[src/rtl/prc_pkg.sv]
`timescale 1ns/1ps
// Package prc_pkg
// Shared widths, the address-region encoding and the per-device mask
// functions of the reset/clock-enable controller.
// Assumes device slots are 4 bytes apart, so eight devices share one
// 32-bit disable word.
package prc_pkg;
    localparam int ADDR_W      = 14;
    localparam int DATA_W      = 32;
    localparam int SLOT_W      = 4;
    localparam int WORD_W      = ADDR_W - 4;
    localparam int STRIDE_B    = 4;
    localparam int DEV_PER_DIS = DATA_W / STRIDE_B;

    typedef enum logic [1:0] {
        REG_STAT = 2'd0,
        REG_RST  = 2'd1,
        REG_GATE = 2'd2,
        REG_NONE = 2'd3
    } region_e;

    // Implemented reset bits of device idx.
    function automatic logic [SLOT_W-1:0] rst_mask_f(input int idx);
        if (idx == 0)      return 4'h7;
        else if (idx == 1) return 4'hA;
        else               return 4'h1;
    endfunction

    // Implemented clock-gate bits of device idx.
    function automatic logic [SLOT_W-1:0] gate_mask_f(input int idx);
        if (idx == 0)      return 4'hF;
        else if (idx == 1) return 4'hA;
        else               return 4'h1;
    endfunction

    // Status word index that carries the disable bit of device idx.
    function automatic int dis_word_f(input int idx);
        return (idx * STRIDE_B) / DATA_W;
    endfunction

    // Bit position of the disable bit of device idx, counted from the MSB.
    function automatic int dis_bit_f(input int idx);
        return DATA_W - 1 - ((idx * STRIDE_B) % DATA_W);
    endfunction
endpackage

[src/rtl/prc_decode.sv]
`timescale 1ns/1ps
// Module prc_decode
// Splits a bus address into region and word index, flags whether the
// address is mapped, and raises one write strobe per stored word.
// Assumes aligned word accesses; a misaligned address is unmapped.
module prc_decode
    import prc_pkg::*;
#(
    parameter int NUM_DEV   = 12,
    parameter int DIS_WORDS = 2
) (
    input  logic              clk,
    input  logic              rst_n,
    input  logic [ADDR_W-1:0] addr,
    input  logic              wr_en,
    output region_e           region,
    output logic [WORD_W-1:0] word,
    output logic              hit,
    output logic [NUM_DEV-1:0]   rst_we,
    output logic [NUM_DEV-1:0]   gate_we,
    output logic [DIS_WORDS-1:0] dis_we
);
    localparam int STAT_WORDS = (DIS_WORDS > 2) ? DIS_WORDS : 2;

    logic aligned;

    // Field extraction and mapped-address check.
    always_comb begin
        region  = region_e'(addr[ADDR_W-1:ADDR_W-2]);
        word    = addr[ADDR_W-3:2];
        aligned = (addr[1:0] == 2'b00);
        case (region)
            REG_STAT: hit = aligned && (int'(word) < STAT_WORDS);
            REG_RST,
            REG_GATE: hit = aligned && (int'(word) < NUM_DEV);
            default:  hit = 1'b0;
        endcase
    end

    for (genvar i = 0; i < NUM_DEV; i++) begin : g_dev_we
        assign rst_we[i]  = wr_en && hit && (region == REG_RST)  && (int'(word) == i);
        assign gate_we[i] = wr_en && hit && (region == REG_GATE) && (int'(word) == i);
    end

    for (genvar w = 0; w < DIS_WORDS; w++) begin : g_dis_we
        assign dis_we[w] = wr_en && hit && (region == REG_STAT) && (int'(word) == w);
    end

    // at most one stored word is written per access.
    p_onehot_we_r1: assert property (@(posedge clk) disable iff (!rst_n)
        $onehot0({rst_we, gate_we, dis_we}));

    // an unmapped write raises no strobe.
    p_unmapped_no_we_r9: assert property (@(posedge clk) disable iff (!rst_n)
        (wr_en && !hit) |-> ({rst_we, gate_we, dis_we} == '0));
endmodule

[src/rtl/prc_disable_bank.sv]
`timescale 1ns/1ps
// Module prc_disable_bank
// Holds one disable flag per device. A write to status word w stores
// the bits of the devices that map onto that word; all other bits of
// the write data are dropped.
// Assumes the decoder raises at most one word strobe per cycle.
module prc_disable_bank
    import prc_pkg::*;
#(
    parameter int NUM_DEV   = 12,
    parameter int DIS_WORDS = 2
) (
    input  logic               clk,
    input  logic               rst_n,
    input  logic [DIS_WORDS-1:0] we,
    input  logic [DATA_W-1:0]  wdata,
    output logic [NUM_DEV-1:0] dev_dis_o
);
    logic unused_wdata;
    assign unused_wdata = ^wdata;

    for (genvar i = 0; i < NUM_DEV; i++) begin : g_bit
        localparam int W = dis_word_f(i);
        localparam int B = dis_bit_f(i);

        // Store the device's disable flag from its word and bit position.
        always_ff @(posedge clk) begin
            if (!rst_n)     dev_dis_o[i] <= 1'b0;
            else if (we[W]) dev_dis_o[i] <= wdata[B];
        end

        // the flag only moves on a write to its own word.
        p_dis_hold_r6: assert property (@(posedge clk) disable iff (!rst_n)
            !we[W] |=> $stable(dev_dis_o[i]));
    end
endmodule

[src/rtl/prc_slot.sv]
`timescale 1ns/1ps
// Module prc_slot
// Reset and clock-gate words of one device, plus the registered output
// stage that applies the disable override.
// Assumes wdata already holds the low bits of the bus word.
module prc_slot
    import prc_pkg::*;
#(
    parameter int IDX = 0
) (
    input  logic              clk,
    input  logic              rst_n,
    input  logic              rst_we,
    input  logic              gate_we,
    input  logic [SLOT_W-1:0] wdata,
    input  logic              dis_i,
    output logic [SLOT_W-1:0] rst_word_o,
    output logic [SLOT_W-1:0] gate_word_o,
    output logic [SLOT_W-1:0] dev_rst_o,
    output logic [SLOT_W-1:0] dev_clk_en_o
);
    localparam logic [SLOT_W-1:0] RST_M  = rst_mask_f(IDX);
    localparam logic [SLOT_W-1:0] GATE_M = gate_mask_f(IDX);

    // Software-visible words, masked to the implemented bits.
    always_ff @(posedge clk) begin
        if (!rst_n) begin
            rst_word_o  <= RST_M;
            gate_word_o <= '0;
        end else begin
            if (rst_we)  rst_word_o  <= wdata & RST_M;
            if (gate_we) gate_word_o <= wdata & GATE_M;
        end
    end

    // Registered outputs; a disabled device is held in reset, clock off.
    always_ff @(posedge clk) begin
        if (!rst_n) begin
            dev_rst_o    <= RST_M;
            dev_clk_en_o <= '0;
        end else if (dis_i) begin
            dev_rst_o    <= RST_M;
            dev_clk_en_o <= '0;
        end else begin
            dev_rst_o    <= rst_word_o;
            dev_clk_en_o <= gate_word_o;
        end
    end

    // reset loads full reset mask and a stopped clock.
    p_reset_default_r3: assert property (@(posedge clk)
        !rst_n |=> (rst_word_o == RST_M) && (gate_word_o == '0) && (dev_clk_en_o == '0));

    // unimplemented bits never hold a 1.
    p_mask_kept_r2: assert property (@(posedge clk) disable iff (!rst_n)
        ((rst_word_o & ~RST_M) == '0) && ((gate_word_o & ~GATE_M) == '0));

    // a disabled device is forced into reset with its clock off.
    p_dis_override_r7: assert property (@(posedge clk) disable iff (!rst_n)
        dis_i |=> (dev_rst_o == RST_M) && (dev_clk_en_o == '0));

    // enables follow the gate word one edge later.
    p_clk_registered_r5: assert property (@(posedge clk) disable iff (!rst_n)
        !dis_i |=> dev_clk_en_o == $past(gate_word_o));
endmodule

[src/rtl/periph_rstclk_ctrl.sv]
`timescale 1ns/1ps
// Module periph_rstclk_ctrl
// Register-mapped reset and clock-enable controller for NUM_DEV
// peripherals. Region 0 holds disable flags under two read-only
// identification words, region 1 the reset words, region 2 the gate
// words. Read data is registered.
// Assumes one access per cycle; simultaneous read and write is legal
// and the read returns the value before the write.
module periph_rstclk_ctrl
    import prc_pkg::*;
#(
    parameter int          NUM_DEV       = 12,
    parameter logic [31:0] REVISION      = 32'h0001_0A37,
    parameter logic [31:0] DEFECT_STATUS = 32'h0000_0002
) (
    input  logic                      clk,
    input  logic                      rst_n,
    input  logic [ADDR_W-1:0]         bus_addr,
    input  logic [DATA_W-1:0]         bus_wdata,
    input  logic                      bus_wr_en,
    input  logic                      bus_rd_en,
    output logic [DATA_W-1:0]         bus_rdata,
    output logic [NUM_DEV*SLOT_W-1:0] dev_rst_o,
    output logic [NUM_DEV*SLOT_W-1:0] dev_clk_en_o
);
    localparam int DIS_WORDS = (NUM_DEV + DEV_PER_DIS - 1) / DEV_PER_DIS;

    region_e                          region;
    logic [WORD_W-1:0]                word;
    logic                             hit;
    logic [NUM_DEV-1:0]               rst_we;
    logic [NUM_DEV-1:0]               gate_we;
    logic [DIS_WORDS-1:0]             dis_we;
    logic [NUM_DEV-1:0]               dev_dis;
    logic [NUM_DEV-1:0][SLOT_W-1:0]   rst_words;
    logic [NUM_DEV-1:0][SLOT_W-1:0]   gate_words;
    logic [DATA_W-1:0]                rd_val;

    prc_decode #(
        .NUM_DEV  (NUM_DEV),
        .DIS_WORDS(DIS_WORDS)
    ) u_decode (
        .clk    (clk),
        .rst_n  (rst_n),
        .addr   (bus_addr),
        .wr_en  (bus_wr_en),
        .region (region),
        .word   (word),
        .hit    (hit),
        .rst_we (rst_we),
        .gate_we(gate_we),
        .dis_we (dis_we)
    );

    prc_disable_bank #(
        .NUM_DEV  (NUM_DEV),
        .DIS_WORDS(DIS_WORDS)
    ) u_dis (
        .clk      (clk),
        .rst_n    (rst_n),
        .we       (dis_we),
        .wdata    (bus_wdata),
        .dev_dis_o(dev_dis)
    );

    for (genvar i = 0; i < NUM_DEV; i++) begin : g_slot
        prc_slot #(.IDX(i)) u_slot (
            .clk         (clk),
            .rst_n       (rst_n),
            .rst_we      (rst_we[i]),
            .gate_we     (gate_we[i]),
            .wdata       (bus_wdata[SLOT_W-1:0]),
            .dis_i       (dev_dis[i]),
            .rst_word_o  (rst_words[i]),
            .gate_word_o (gate_words[i]),
            .dev_rst_o   (dev_rst_o[i*SLOT_W +: SLOT_W]),
            .dev_clk_en_o(dev_clk_en_o[i*SLOT_W +: SLOT_W])
        );
    end

    // Read multiplexer over identification words and device slots.
    always_comb begin
        rd_val = '0;
        if (hit) begin
            case (region)
                REG_STAT: begin
                    if (int'(word) == 0)      rd_val = REVISION;
                    else if (int'(word) == 1) rd_val = DEFECT_STATUS;
                end
                REG_RST: begin
                    for (int i = 0; i < NUM_DEV; i++)
                        if (int'(word) == i) rd_val = DATA_W'(rst_words[i]);
                end
                REG_GATE: begin
                    for (int i = 0; i < NUM_DEV; i++)
                        if (int'(word) == i) rd_val = DATA_W'(gate_words[i]);
                end
                default: rd_val = '0;
            endcase
        end
    end

    // Read data register, loaded only on a read strobe.
    always_ff @(posedge clk) begin
        if (!rst_n)         bus_rdata <= '0;
        else if (bus_rd_en) bus_rdata <= rd_val;
    end

    // unmapped reads return zero.
    p_unmapped_read_zero_r9: assert property (@(posedge clk) disable iff (!rst_n)
        (bus_rd_en && !hit) |=> bus_rdata == '0);

    // the revision word is constant.
    p_revision_read_r8: assert property (@(posedge clk) disable iff (!rst_n)
        (bus_rd_en && bus_addr == '0) |=> bus_rdata == REVISION);

    // read data holds without a strobe.
    p_rdata_hold_r10: assert property (@(posedge clk) disable iff (!rst_n)
        !bus_rd_en |=> $stable(bus_rdata));
endmodule

[config.mk]
export PLATFORM = sky130hd
export DESIGN_NAME = periph_rstclk_ctrl
export DESIGN_NICKNAME = d
export VERILOG_FILES = /design/src/rtl/prc_pkg.sv /design/src/rtl/prc_decode.sv /design/src/rtl/prc_disable_bank.sv /design/src/rtl/prc_slot.sv /design/src/rtl/periph_rstclk_ctrl.sv
export SDC_FILE = /design/constraint.sdc
export NUM_CORES = 1
export LEC_CHECK = 0
export ABC_AREA = 1
export BUFFER_PORTS_ARGS = -buffer_cell sky130_fd_sc_hd__buf_2
export CAP_MARGIN = 20
export CORE_ASPECT_RATIO = 1.5
export CORE_MARGIN = 3
export CORE_UTILIZATION = 30
export DETAILED_ROUTE_END_ITERATION = 8
export HOLD_SLACK_MARGIN = 0.12
export SYNTH_ARGS = -nofsm -noshare
export SYNTH_HDL_FRONTEND = slang
export SYNTH_SLANG_ARGS = --single-unit
[constraint.sdc]
create_clock -name clk -period 2.4 [get_ports clk]
set_input_delay 0.48 -clock clk [delete_from_list [all_inputs] [get_ports clk]]
set_output_delay 0.48 -clock clk [all_outputs]
set_load 0.01 [all_outputs]
-- Yosys cells after proc, flatten, opt, wreduce, memory -nomap -nowiden
Cells that the tools add are included.
Widths: inputs -> output; s select.
- register bits after elaboration: 106
- output and inout port bits: 128
- logic and storage cells: 154
- muxes and demuxes: 29
- magnitude comparators: 2
- reduce and logical (&&, ||, !) cells: 48
- bitwise logic cells: 1
- equal/unequal tests: 13
- operators by type and width (kind ; number):
    $mux 32 ; 23
    $pmux 32 s3 ; 1
    $eq 10x4->1 const B ; 4
    $eq 10x5->1 const B ; 4
    $logic_and 1x1->1 ; 32
    $reduce_or 2->1 ; 13
    $eq 10x3->1 const B ; 2
    $mux 17 ; 1
    $eq 10x2->1 const B ; 1
    $logic_not 10->1 ; 1
    $lt 10x2->1 const B ; 1
    $lt 10x4->1 const B ; 1
    $logic_not 2->1 ; 2
    $mux 4 ; 1
    $mux 3 ; 1
    $eq 2x1->1 const B ; 1
    $eq 2x2->1 const B ; 1
    $mux 2 ; 1
    $pmux 1 s2 ; 1
    $not 1->1 ; 1

-- Longest topological paths before layout
- depth after elaboration: 15
- mapped depth: 15

-- Cells and area by module
From an unflattened synthesis, not the netlist that was laid out.
- cell total of the unflattened synthesis: 850
- area total of the unflattened synthesis: 5738.0 um2
- by module, submodules not included (module ; times used ; cells an instance ; area each (um2) ; seq. area each (um2)):
    prc_slot (g_slot[10].u_slot ...) ; 10 ; 29 ; 229.0 ; 80.1
    periph_rstclk_ctrl ; 1 ; 297 ; 1609.0 ; 100.1
    prc_decode ; 1 ; 87 ; 528.0 ; 0.0
    prc_slot (g_slot[0].u_slot) ; 1 ; 62 ; 495.5 ; 280.3
    prc_disable_bank ; 1 ; 72 ; 488.0 ; 240.2
    prc_slot (g_slot[1].u_slot) ; 1 ; 42 ; 327.8 ; 160.2

-- Worst setup path before layout
OpenSTA, ideal clock, no wires.
- kind: input to register
- start point: input bus_addr[12]
- end point: register g_slot[10].u_slot.rst_word_o[0]
- setup slack: 450 ps
- path buffers: 1
- arrival: 1808 ps
- data required time: 2258 ps
- stages: 9
- cells stage by stage: ha_1 > nor4_2 > and3_2 > nand3_4 > nor2_2 > inv_2 > buf_6 > o21ai_2 > o311ai_2
- word-level cells in the longest chain between the ends: 6
- RTL lines (item ; line ; text):
    start, declared ; periph_rstclk_ctrl.sv:18 ; input logic [ADDR_W-1:0] bus_addr,
    $eq 2x1->1 / $eq 2x2->1 (equally long branches) ; prc_decode.sv:32, prc_decode.sv:41 ;
    $reduce_or 2->1 ; prc_decode.sv:32 ; case (region)
    $pmux 1 s2 ; prc_decode.sv:32 ;
    $logic_and 1x1->1 ; prc_decode.sv:41 ; assign rst_we[i] = wr_en && hit && (region == REG_RST) && (int'(word) == i);
    $logic_and 1x1->1 (*) (2 in series) ; prc_decode.sv:41 ;
    end signal, assigned ; prc_slot.sv:31 ; if (rst_we) rst_word_o <= wdata & RST_M;
    end, declared ; prc_slot.sv:17 ; output logic [SLOT_W-1:0] rst_word_o,
Mark *: on every way between the ends. The rest lies on a longest branch, timed or not.
A chain may end at the register's enable or synchronous reset.

-- Worst setup path in the final report
- start point: input bus_addr[12]
- end point: register g_slot[0].u_slot.rst_word_o[1]
- word-level cells in the longest chain between the ends: 6
- RTL lines (item ; line):
    $eq 2x1->1 / $eq 2x2->1 (equally long branches) ; prc_decode.sv:32, prc_decode.sv:41
    $reduce_or 2->1 ; prc_decode.sv:32
    $pmux 1 s2 ; prc_decode.sv:32
    $logic_and 1x1->1 ; prc_decode.sv:41
    $logic_and 1x1->1 (*) (2 in series) ; prc_decode.sv:41
    end signal, assigned ; prc_slot.sv:31
    end, declared ; prc_slot.sv:17
Marked as above.

==> impl_metrics.tcl <==
set metrics [dict create \
    rows 50 \
    drc 0 \
    die_w_um 99.9 \
    critPathArrivalTime_ns 2.26 \
    core_sq_um 12700 \
    seq_power_share 0.445 \
    p_comb_frac 0.059 \
    syn_inst 487 \
    yosys-top-cells-count "buf_4, dfxtp_1, inv_1" \
    max_slew_margin 0.560 \
    finalCritPeriodShare 0.832 \
    critPathKind "in2reg" \
    holdBufCountCts 0 \
    antenna_found_initial 0 \
    syn_area_sq_um 3960 \
    power_density_nw_per_um2 666 \
    die-area_sq_um 14700 \
    vias 3153 \
    final_nets 606 \
    cts.clk_slew.worst_paths_ns 0.06 \
    htreeDepth 3 \
    start_kind "input pin" \
    final.min_clock_period_ns 2.00 \
    yosysUniqueCellTypes 41 \
    synth-edff-count 0 \
    ant_nets 0 \
    post_cts_buffers 0 \
    cts_resized 0 \
    synth_area_leaders "dfxtp_1, buf_4, inv_1" \
    setup_viol 0 \
    finalHoldViolCount 0 \
    cp_max_fo 19 \
    tritoncts "done" \
    hp-class "in2reg" \
    slew_viol_final 0 \
    grt_pass1_vias 2984 \
    synth.most_common_cell "buf_4" \
    grt_use_total 0.130 \
    fmax_ghz 0.501 \
    status "complete, no violations" \
    clock_latency_ns 0.34 \
    ys_ff_latch 79 \
    grt_first_pass_wirelength_um 14900 \
    drt_first_pass_iters 4 \
    async_reset_ff_frac 0 \
    place_congestion 0.839 \
    yosysSeqAreaShare 0.399 \
    dp_hpwl_um 7480 \
    p_int_mw 2.28 \
    fp.dieH_um 147 \
    switching_share 0.227 \
    numPortBuffers 68 \
    whs_ns 0.378 \
    area_delta_synth_final_pct 11.8 \
    yosys_warnings 0 \
    routed_wl_um 9500 \
    ys.flop_type "dfxtp_1" \
    leakagePower_nw 2.02 \
    start_util 0.312 \
    drt_iter0_markers 170 \
    critical_path_required_ns 2.66 \
    drive_above_1_share 0.228 \
    viasPerCell 4.41 \
    cts_sinks 79 \
    p_sw_mw 0.670 \
    worst_pin_slew_ns 0.659 \
    routedWlPerCell_um 13.3 \
    clk_path_buf_depth 2 \
    clkPwrFrac 0.497 \
    io_pins 178 \
    synth_top_cell_area_share 0.399 \
    crit_path_end_kind "flop" \
    drv_cap 0 \
    n_fill_cell 1357 \
    avgSynthCellArea_sq_um 8.14 \
    grt_max_degree 40 \
    grt.overflow.total 0 \
    cts_root_buf "clkbuf_16" \
    finalClockSkew_ns 0.00409 \
    fin_tns_setup_ns 0 \
    synth_area_leader_cell "dfxtp_1" \
    rsz0062_at_grt "no" \
    vdd_ir_drop_max_v 0.000272 \
    cts_made_buffers 9 \
]
[kinds of logic (layout without fill, tap and decap cells)]
family                   count (synthesis)  in the layout  share of synthesized area
buffers and inverters                  171            154                      0.256
other                                    1             90                   0.000946
flip-flops                              79             79                      0.399
AND/OR/NAND/NOR                        132            132                      0.176
adder cells (fa/ha/maj)                  4              4                     0.0126
AO/OA/AOI/OAI                          100            100                      0.156
[path summary, 6_finish.rpt]
check	startpoint	endpoint	slack, ns	depth (start not counted)
min	bus_wdata[2]	g_slot[0].u_slot.rst_word_o[2]$_SDFFE_PN1P_	0.38	3
max	bus_addr[12]	g_slot[0].u_slot.rst_word_o[1]$_SDFFE_PN1P_	0.40	10
max reg2reg	g_slot[2].u_slot.rst_word_o[0]$_SDFFE_PN1P_	bus_rdata[0]$_SDFFE_PN0P_	1.01	10
min reg2reg	u_dis.dev_dis_o[4]$_SDFFE_PN0P_	g_slot[4].u_slot.dev_clk_en_o[0]$_SDFF_PP0_	0.43	1
[placed cells by master, fill, tap and decap left out, types with 3 or more instances in the layout]
cell type	netlist	routed
dfxtp_1	79	79
inv_2	10	10
nor2_2	11	11
a311oi_1	8	8
conb_1	1	88
o21ai_1	16	16
clkbuf_16	0	9
o211ai_1	6	6
ha_1	4	4
nor2_4	5	5
a21oi_1	36	36
nand3_1	14	14
buf_4	93	3
or3_1	6	6
inv_1	56	56
o21ai_0	15	15
clkinv_2	0	3
nand2_1	47	47
nor3b_1	5	5
nor3_1	4	4
o311ai_1	8	8
buf_2	0	68
nor2_1	24	24
o22ai_1	4	4
[final cells by class]
type,count,area [sq um],area share
Multi-Input combinational cell,324,1700,0.383
Sequential cell,79,1580,0.357
Timing Repair Buffer,72,383,0.0864
Inverter,66,248,0.0559
Clock buffer,10,239,0.0539
Tap cell,156,195,0.0441
Clock inverter,6,83.8,0.0189
Antenna cell,2,5.00,0.00113
[worst max-delay path, cell delays in order]
cell and delay [ns]:
buf_2 0.12, ha_1 0.20, nor4_2 0.24, and3_2 0.25, nand3_4 0.12, nor2_2 0.17
inv_2 0.19, nor2_2 0.29, nand2_1 0.10, o211ai_1 0.09
[layer usage]
metal	global-route usage	share of wire	vias up
met2	0.243	0.55	157
met3	0.0356	0.087	11
met4	0.0554	0.018	0
li1	-	-	1554
met1	0.132	0.35	1431
met5	0	0	-
[power by group through the flow]
| stage | Clock (mW) | Combinational (mW) | Sequential (mW) |
|---|---|---|---|
| 6_report | 1.46 | 0.173 | 1.31 |
| 3_3_place_gp | 0 | 0.167 | 1.34 |
| 2_1_floorplan | 0 | 0.226 | 1.34 |
| 4_1_cts | 1.49 | 0.169 | 1.31 |
| 3_5_place_dp | 0 | 0.169 | 1.34 |
| 5_1_grt | 1.55 | 0.191 | 1.31 |
[flip-flops by register name (all words and copies together), names as in the netlist]
register and cells:
bus_rdata 5, g_slot.u_slot.dev_clk_en_o 16, g_slot.u_slot.dev_rst_o 15, g_slot.u_slot.gate_word_o 16, g_slot.u_slot.rst_word_o 15, u_dis.dev_dis_o 12
[per-stage QoR]
stage                      util  std cells  area, sq um  total power, mW  setup slack, ns
after global placement    0.323        697         4100             1.51            0.118
after detailed placement  0.323        697         4100             1.51           0.0401
final                     0.349        715         4430             2.95            0.403
after global routing      0.348        713         4430             3.05            0.264
after floorplan               -        574         4290             1.57            0.450
after CTS                 0.348        713         4430             2.97            0.393
Note: power is estimated with default switching activity, not from simulation.
